<file path="src/rtl/gpio_pkg.sv">
package gpio_pkg;

    typedef enum logic [1:0] {
        REG_DATA = 2'd0,
        REG_DIR  = 2'd1,
        REG_PULL = 2'd2,
        REG_NONE = 2'd3
    } gpio_reg_e;

endpackage

</file>
<file path="src/rtl/gpio_in_sync.sv">
module gpio_in_sync #(
    parameter int WIDTH = 8
) (
    input  logic             clk,
    input  logic             rst_n,
    input  logic [WIDTH-1:0] pin_async,
    output logic [WIDTH-1:0] pin_sync
);

    logic [WIDTH-1:0] stage1_q;
    logic [WIDTH-1:0] stage2_q;

    always_ff @(posedge clk or negedge rst_n) begin
        if (!rst_n) begin
            stage1_q <= '0;
            stage2_q <= '0;
        end else begin
            stage1_q <= pin_async;
            stage2_q <= stage1_q;
        end
    end

    assign pin_sync = stage2_q;

endmodule

</file>
<file path="src/rtl/gpio_regfile.sv">
module gpio_regfile
    import gpio_pkg::*;
#(
    parameter int WIDTH = 8
) (
    input  logic             clk,
    input  logic             rst_n,
    input  logic             wr_en,
    input  gpio_reg_e        addr,
    input  logic [WIDTH-1:0] wdata,
    output logic [WIDTH-1:0] data_q,
    output logic [WIDTH-1:0] dir_q,
    output logic [WIDTH-1:0] pull_q
);

    logic [WIDTH-1:0] data_d;
    logic [WIDTH-1:0] dir_d;
    logic [WIDTH-1:0] pull_d;

    // register process
    always_ff @(posedge clk or negedge rst_n) begin
        if (!rst_n) begin
            data_q <= '0;
            dir_q  <= '0;
            pull_q <= '0;
        end else begin
            data_q <= data_d;
            dir_q  <= dir_d;
            pull_q <= pull_d;
        end
    end

    // next-value process: a write updates one whole register, regardless of direction
    always_comb begin
        data_d = data_q;
        dir_d  = dir_q;
        pull_d = pull_q;
        if (wr_en) begin
            unique case (addr)
                REG_DATA: data_d = wdata;
                REG_DIR:  dir_d  = wdata;
                REG_PULL: pull_d = wdata;
                REG_NONE: ;
            endcase
        end
    end

endmodule

</file>
<file path="src/rtl/gpio_pull_ctrl.sv">
module gpio_pull_ctrl #(
    parameter int WIDTH  = 8,
    parameter int KBD_LO = 4
) (
    input  logic [WIDTH-1:0] dir_q,
    input  logic [WIDTH-1:0] pull_q,
    input  logic [WIDTH-1:0] kbd_en,
    input  logic [WIDTH-1:0] kbd_rise,
    output logic [WIDTH-1:0] pu_en,
    output logic [WIDTH-1:0] pd_en
);

    for (genvar i = 0; i < WIDTH; i++) begin : g_bit
        localparam bit KBD_CAPABLE = (i >= KBD_LO);
        logic pull_active;
        logic want_down;

        assign pull_active = pull_q[i] & ~dir_q[i];
        assign want_down   = KBD_CAPABLE & kbd_en[i] & kbd_rise[i];
        assign pu_en[i]    = pull_active & ~want_down;
        assign pd_en[i]    = pull_active &  want_down;
    end

endmodule

</file>
<file path="src/rtl/gpio_read_mux.sv">
module gpio_read_mux
    import gpio_pkg::*;
#(
    parameter int WIDTH = 8
) (
    input  gpio_reg_e        addr,
    input  logic [WIDTH-1:0] data_q,
    input  logic [WIDTH-1:0] dir_q,
    input  logic [WIDTH-1:0] pull_q,
    input  logic [WIDTH-1:0] pin_sync,
    output logic [WIDTH-1:0] rdata
);

    logic [WIDTH-1:0] data_view;

    // per bit: outputs show the latch, inputs show the synchronized pin
    for (genvar i = 0; i < WIDTH; i++) begin : g_view
        assign data_view[i] = dir_q[i] ? data_q[i] : pin_sync[i];
    end

    always_comb begin
        unique case (addr)
            REG_DATA: rdata = data_view;
            REG_DIR:  rdata = dir_q;
            REG_PULL: rdata = pull_q;
            REG_NONE: rdata = '0;
        endcase
    end

endmodule

</file>
<file path="src/rtl/gpio_bidir_port.sv">
module gpio_bidir_port
    import gpio_pkg::*;
#(
    parameter int WIDTH  = 8,
    parameter int KBD_LO = 4
) (
    input  logic             clk,
    input  logic             rst_n,
    input  logic [1:0]       bus_addr,
    input  logic             bus_wr,
    input  logic [WIDTH-1:0] bus_wdata,
    output logic [WIDTH-1:0] bus_rdata,
    input  logic [WIDTH-1:0] pin_in,
    input  logic [WIDTH-1:0] kbd_en,
    input  logic [WIDTH-1:0] kbd_rise,
    output logic [WIDTH-1:0] pad_out,
    output logic [WIDTH-1:0] pad_oe,
    output logic [WIDTH-1:0] pad_pu_en,
    output logic [WIDTH-1:0] pad_pd_en
);

    gpio_reg_e        reg_sel;
    logic [WIDTH-1:0] data_q;
    logic [WIDTH-1:0] dir_q;
    logic [WIDTH-1:0] pull_q;
    logic [WIDTH-1:0] pin_sync;

    assign reg_sel = gpio_reg_e'(bus_addr);

    gpio_regfile #(.WIDTH(WIDTH)) u_regs (
        .clk    (clk),
        .rst_n  (rst_n),
        .wr_en  (bus_wr),
        .addr   (reg_sel),
        .wdata  (bus_wdata),
        .data_q (data_q),
        .dir_q  (dir_q),
        .pull_q (pull_q)
    );

    gpio_in_sync #(.WIDTH(WIDTH)) u_sync (
        .clk       (clk),
        .rst_n     (rst_n),
        .pin_async (pin_in),
        .pin_sync  (pin_sync)
    );

    gpio_read_mux #(.WIDTH(WIDTH)) u_rmux (
        .addr     (reg_sel),
        .data_q   (data_q),
        .dir_q    (dir_q),
        .pull_q   (pull_q),
        .pin_sync (pin_sync),
        .rdata    (bus_rdata)
    );

    gpio_pull_ctrl #(.WIDTH(WIDTH), .KBD_LO(KBD_LO)) u_pull (
        .dir_q    (dir_q),
        .pull_q   (pull_q),
        .kbd_en   (kbd_en),
        .kbd_rise (kbd_rise),
        .pu_en    (pad_pu_en),
        .pd_en    (pad_pd_en)
    );

    assign pad_out = data_q;
    assign pad_oe  = dir_q;

endmodule

</file>
<file path="config.mk">
export PLATFORM = sky130hd
export DESIGN_NAME = gpio_bidir_port
export DESIGN_NICKNAME = d
export VERILOG_FILES = /design/src/rtl/gpio_pkg.sv /design/src/rtl/gpio_in_sync.sv /design/src/rtl/gpio_regfile.sv /design/src/rtl/gpio_pull_ctrl.sv /design/src/rtl/gpio_read_mux.sv /design/src/rtl/gpio_bidir_port.sv
export SDC_FILE = /design/constraint.sdc
export NUM_CORES = 1
export LEC_CHECK = 0
export BUFFER_PORTS_ARGS = -buffer_cell sky130_fd_sc_hd__buf_2
export CAP_MARGIN = 10
export CORE_ASPECT_RATIO = 0.8
export CORE_UTILIZATION = 46
export CTS_CLUSTER_SIZE = 20
export DETAILED_ROUTE_END_ITERATION = 8
export PLACE_DENSITY = 0.82
export SLEW_MARGIN = 20
export SYNTH_ARGS = -nofsm -noshare
export SYNTH_HDL_FRONTEND = slang
export SYNTH_SLANG_ARGS = --single-unit
</file>
<file path="constraint.sdc">
create_clock -name clk -period 0.95 [get_ports clk]
set_input_delay 0 -clock clk [delete_from_list [all_inputs] [get_ports clk]]
set_output_delay 0 -clock clk [all_outputs]
set_load 0.1 [all_outputs]
</file>
==> results of run 1 <==
-- cells by family after synthesis --
kind of cell | Yosys count | synth area share
AOI/OAI and AO/OA | 27 | 0.09064
buffers and inverters | 13 | 0.05409
DFF | 40 | 0.5848
muxes | 24 | 0.1579
other | 1 | 0.002191
and+or+nand+nor | 36 | 0.1104
-- metrics by stage --
stage / setup TNS [ps] / std cells / hold WS [ps] / util / setup WS (ps)
2_1_floorplan: -8109 / 144 / -295.6 / - / -456.9
3_3_place_gp: -1380 / 268 / -113.4 / 0.8844 / -89.37
3_5_place_dp: -2850 / 268 / -112.2 / 0.8844 / -129.3
-- cell usage after synthesis, types with 2 or more instances --
master / count
a21oi_1: 12
buf_2: 2
buf_4: 9
dfrtp_1: 40
mux2_2: 24
nand2_1: 12
nand2b_1: 4
nor2_1: 11
nor2b_1: 4
o21a_1: 7
o21ai_0: 7
==> run summary, run 1 <==
Status = did not finish
Failing step = 4_1_cts
First error = [ERROR DPL-0038] Utilization greater than 100%, impossible to legalize
Detailed Place HPWL = 3.738 mm
Hold_buf cts = 16
Chip Width = 70.20 um
Clock sink count = 40
H-tree levels = 2
Mapped Avg Cell Area = 12.14 um2
Resized Gates After CTS = 35
Mapped cell area = 1712 um2
Synth Register Bits = 40
Initial Util = 0.4898
Placed cell area = 3090 um2
Yosys cell types = 20
Post-synth EDFFs = 0
DIE HEIGHT = 56.56 um
Row count = 19
Synth area leaders = dfrtp_1 (58%), mux2_2 (16%), buf_4 (3.9%)
Routability Congestion = 0.7197
Register area share after synthesis = 0.5848
Post-CTS setup buffer count = 6
Port Buf Inserts = 64
Yosys Warn Count = 0
Post-synth ARST share = 1.000
CTS root buf = clkbuf_8
Deepest clock path buffer count = 2
Top_reg_cell synth = dfrtp_1
Yosys top cell by area = dfrtp_1
Area share of the largest cell type after synthesis = 0.5848
Mapped Cells = 141
# IOs = 77
Clock buffer count from CTS = 5
==> inputs of run 2 (changes only) <==
--- a/config.mk
+++ b/config.mk
@@ -7,11 +7,9 @@
 export LEC_CHECK = 0
 export BUFFER_PORTS_ARGS = -buffer_cell sky130_fd_sc_hd__buf_2
 export CAP_MARGIN = 10
-export CORE_ASPECT_RATIO = 0.8
-export CORE_UTILIZATION = 46
-export CTS_CLUSTER_SIZE = 20
+export CORE_UTILIZATION = 40
 export DETAILED_ROUTE_END_ITERATION = 8
-export PLACE_DENSITY = 0.82
+export PLACE_DENSITY_LB_ADDON = 0.15
 export SLEW_MARGIN = 20
 export SYNTH_ARGS = -nofsm -noshare
 export SYNTH_HDL_FRONTEND = slang
==> run summary, run 2 <==
# IOs = 77 (unchanged)
Setup TNS = -10050 ps
DR WL/cell = 17.67 um
Pwr dens = 2299 nW/um2
Highest attainable clock frequency = 0.7255 GHz
Worst reg2reg path depth = 3
RSZ-0062 raised after global routing = true
DR vias = 1508
Failing checks = setup timing
Crit end category = primary output
Mapped Avg Cell Area = 12.14 um2 (unchanged)
CTS root buf = clkbuf_8
Clock sink count = 40 (unchanged)
Crit Path Category = flip-flop to primary output
Total Power = 0.008180 W
Total grt overflow = 0
Min Tclk post-route = 1378 ps
Largest net degree at the start of global routing = 30
Synth Register Bits = 40 (unchanged)
Post-synth EDFFs = 0 (unchanged)
Final Hold Viols = 0
Area share of the largest cell type after synthesis = 0.5848 (unchanged)
Synthesis-to-layout area growth = 107.8%
Mapped cell area = 1712 um2 (unchanged)
Final period util = 1.451
Detailed Place HPWL = 3.394 mm (-9.2%)
H-tree levels = 2 (unchanged)
CTS tree = built
Final Setup Violations = 45
GRT Util Overall = 0.2627
Peak VDD IR = 1449 uV
Initial DRC count = 26
Routability Congestion = 0.8301 (+15%)
Worst reg2reg startpoint = u_regs.dir_q[5]
Avg Vias per Cell = 4.912
Deepest clock path buffer count = 2 (unchanged)
Antenna cells = 0
Row count = 23 (+4)
Top_reg_cell synth = dfrtp_1
Commonest non-fill, non-tap cell in the layout = buf_12
Final WS setup = -428.3 ps
Die outline area = 4545 um2
Status = finished with violations
Worst skew pair latency = 290 ps
Yosys top cell by area = dfrtp_1
Initial Util = 0.4218 (-0.06796)
CP startpoint kind = flip-flop
Initial antenna violation count = 0
Port Buf Inserts = 64 (unchanged)
Synth cell count leaders = dfrtp_1 (40), mux2_2 (24), a21oi_1 (12), nand2_1 (12), nor2_1 (11)
Yosys cell types = 20 (unchanged)
Clock Skew = 1.065 ps
Clk slew on worst S/H paths = 80 ps
Number of global-route vias before repair = 1594
Leak pwr = 1.539 nW
CORE AREA = 4058 um2
Hold Path Class = input port to asynchronous set/reset pin
Chip Width = 67.42 um (-4.0%)
Max-slew violations = 0
Mapped Cells = 141 (unchanged)
Setup WS pre-CTS = -112.2 ps (+17.09 ps)
Critical path fanouts, max = 2
Clock buffer count from CTS = 5 (unchanged)
DIE HEIGHT = 67.42 um (+19%)
Critical Path AT = 1380 ps
R2R Setup Slk = -180 ps
Post-synth ARST share = 1.000 (unchanged)
Remaining antenna violation count after routing = 0
Nets = 293
CP Data Required Time = 950 ps
Register area share after synthesis = 0.5848 (unchanged)
Max Cap Violations = 0
Most frequent cells in the layout = buf_12 (38), buf_2 (28), dfrtp_1 (24)
Most frequent cell after synthesis = dfrtp_1
Critical R2R Capture = u_regs.dir_q[5]
Drt drc = 0
DRT Pass-1 Iters = 4
Yosys Warn Count = 0 (unchanged)
First-pass GRT wire length = 8.155 mm
Synth area leaders = dfrtp_1 (58%), mux2_2 (16%), buf_4 (3.9%)
Layout cells sized above 1 = 0.7393
Final WL = 5.424 mm
Number of fillers in the final layout = 179
[run 2: cell counts after synthesis]
No cell type changed its count.
[run 2: per-layer routing]
layer | GRT usage | part of all wire | vias to the layer above
met3 | 0.06757 | 0.040 | 9
met1 | 0.2959 | 0.37 | 753
li1 | - | - | 696
met4 | 0.09574 | 0.019 | 0
met2 | 0.4738 | 0.57 | 50
met5 | 0 | 0 | -
[run 2: timing repair]
| action | 4_1_cts | 5_1_grt |
|---|---|---|
| setup buffers | 4 | 14 |
| pin swaps | 14 | 6 |
| hold buffers | 17 | 0 |
| setup endpoints to repair | 44 | 45 |
| gates resized for setup | 29 | 17 |
| endpoints found under the hold margin | 72 | 0 |
| gates cloned | 0 | 0 |
[run 2: worst max-delay path, stage by stage (launching register included)]
cell	delay, ps
dfrtp_4	480
o21a_1	200
a21oi_2	160
o21ai_4	70
buf_12	160
[run 2: worst max path at each step]
| stage | slack [ps] | start | to | depth (start not counted) |
|---|---|---|---|---|
| after floorplan | -460 | u_regs.dir_q[4] | bus_rdata[4] | 3 |
| after global placement | -90 | u_regs.data_q[6] | bus_rdata[6] | 4 |
| after detailed placement | -110 | u_regs.data_q[6] | bus_rdata[6] | 4 |
| after CTS | -440 | u_regs.data_q[5] | bus_rdata[5] | 4 |
| after global routing | -470 | u_regs.data_q[1] | bus_rdata[1] | 4 |
| final | -430 | u_regs.data_q[0] | bus_rdata[0] | 4 |
[run 2: per-stage QoR]
step                hold WS, ps  instance area, um2  utilization  instances
global placement         -103.5                3105       0.7653        275
detailed placement       -96.39                3105       0.7653        275
global route              164.0                3557       0.8767        307
finish                    135.9                3557       0.8767        307
floorplan                -295.6                2046            -        144
CTS                       133.5                3510       0.8649        304
[run 2: area by class of cell]
class	count	area, um2	share of cell area
clock buffer	8	90.09	0.02533
inverter	1	3.754	0.001055
sequential	40	1061	0.2983
timing repair buffer	117	1405	0.3950
tap	50	62.56	0.01759
multi-input combinational	91	934.6	0.2628
[run 2: cell families (layout without fill, tap and decap cells)]
| logic type | after synthesis | after routing | share of synthesized area |
|---|---|---|---|
| and+or+nand+nor | 36 | 36 | 0.1104 |
| other | 1 | 4 | 0.002191 |
| AOI/OAI and AO/OA | 27 | 27 | 0.09064 |
| buffers and inverters | 13 | 126 | 0.05409 |
| DFF | 40 | 40 | 0.5848 |
| muxes | 24 | 24 | 0.1579 |
[run 2: power by group]
group / internal (W) / total [W] / switching [W]
registers: 0.00202 / 0.00229 / 0.000273
clock network: 0.000593 / 0.00117 / 0.000582
logic: 0.00191 / 0.00472 / 0.00281
total: 0.00451 / 0.00818 / 0.00367
No activity file was read; power rests on OpenSTA's default activity.
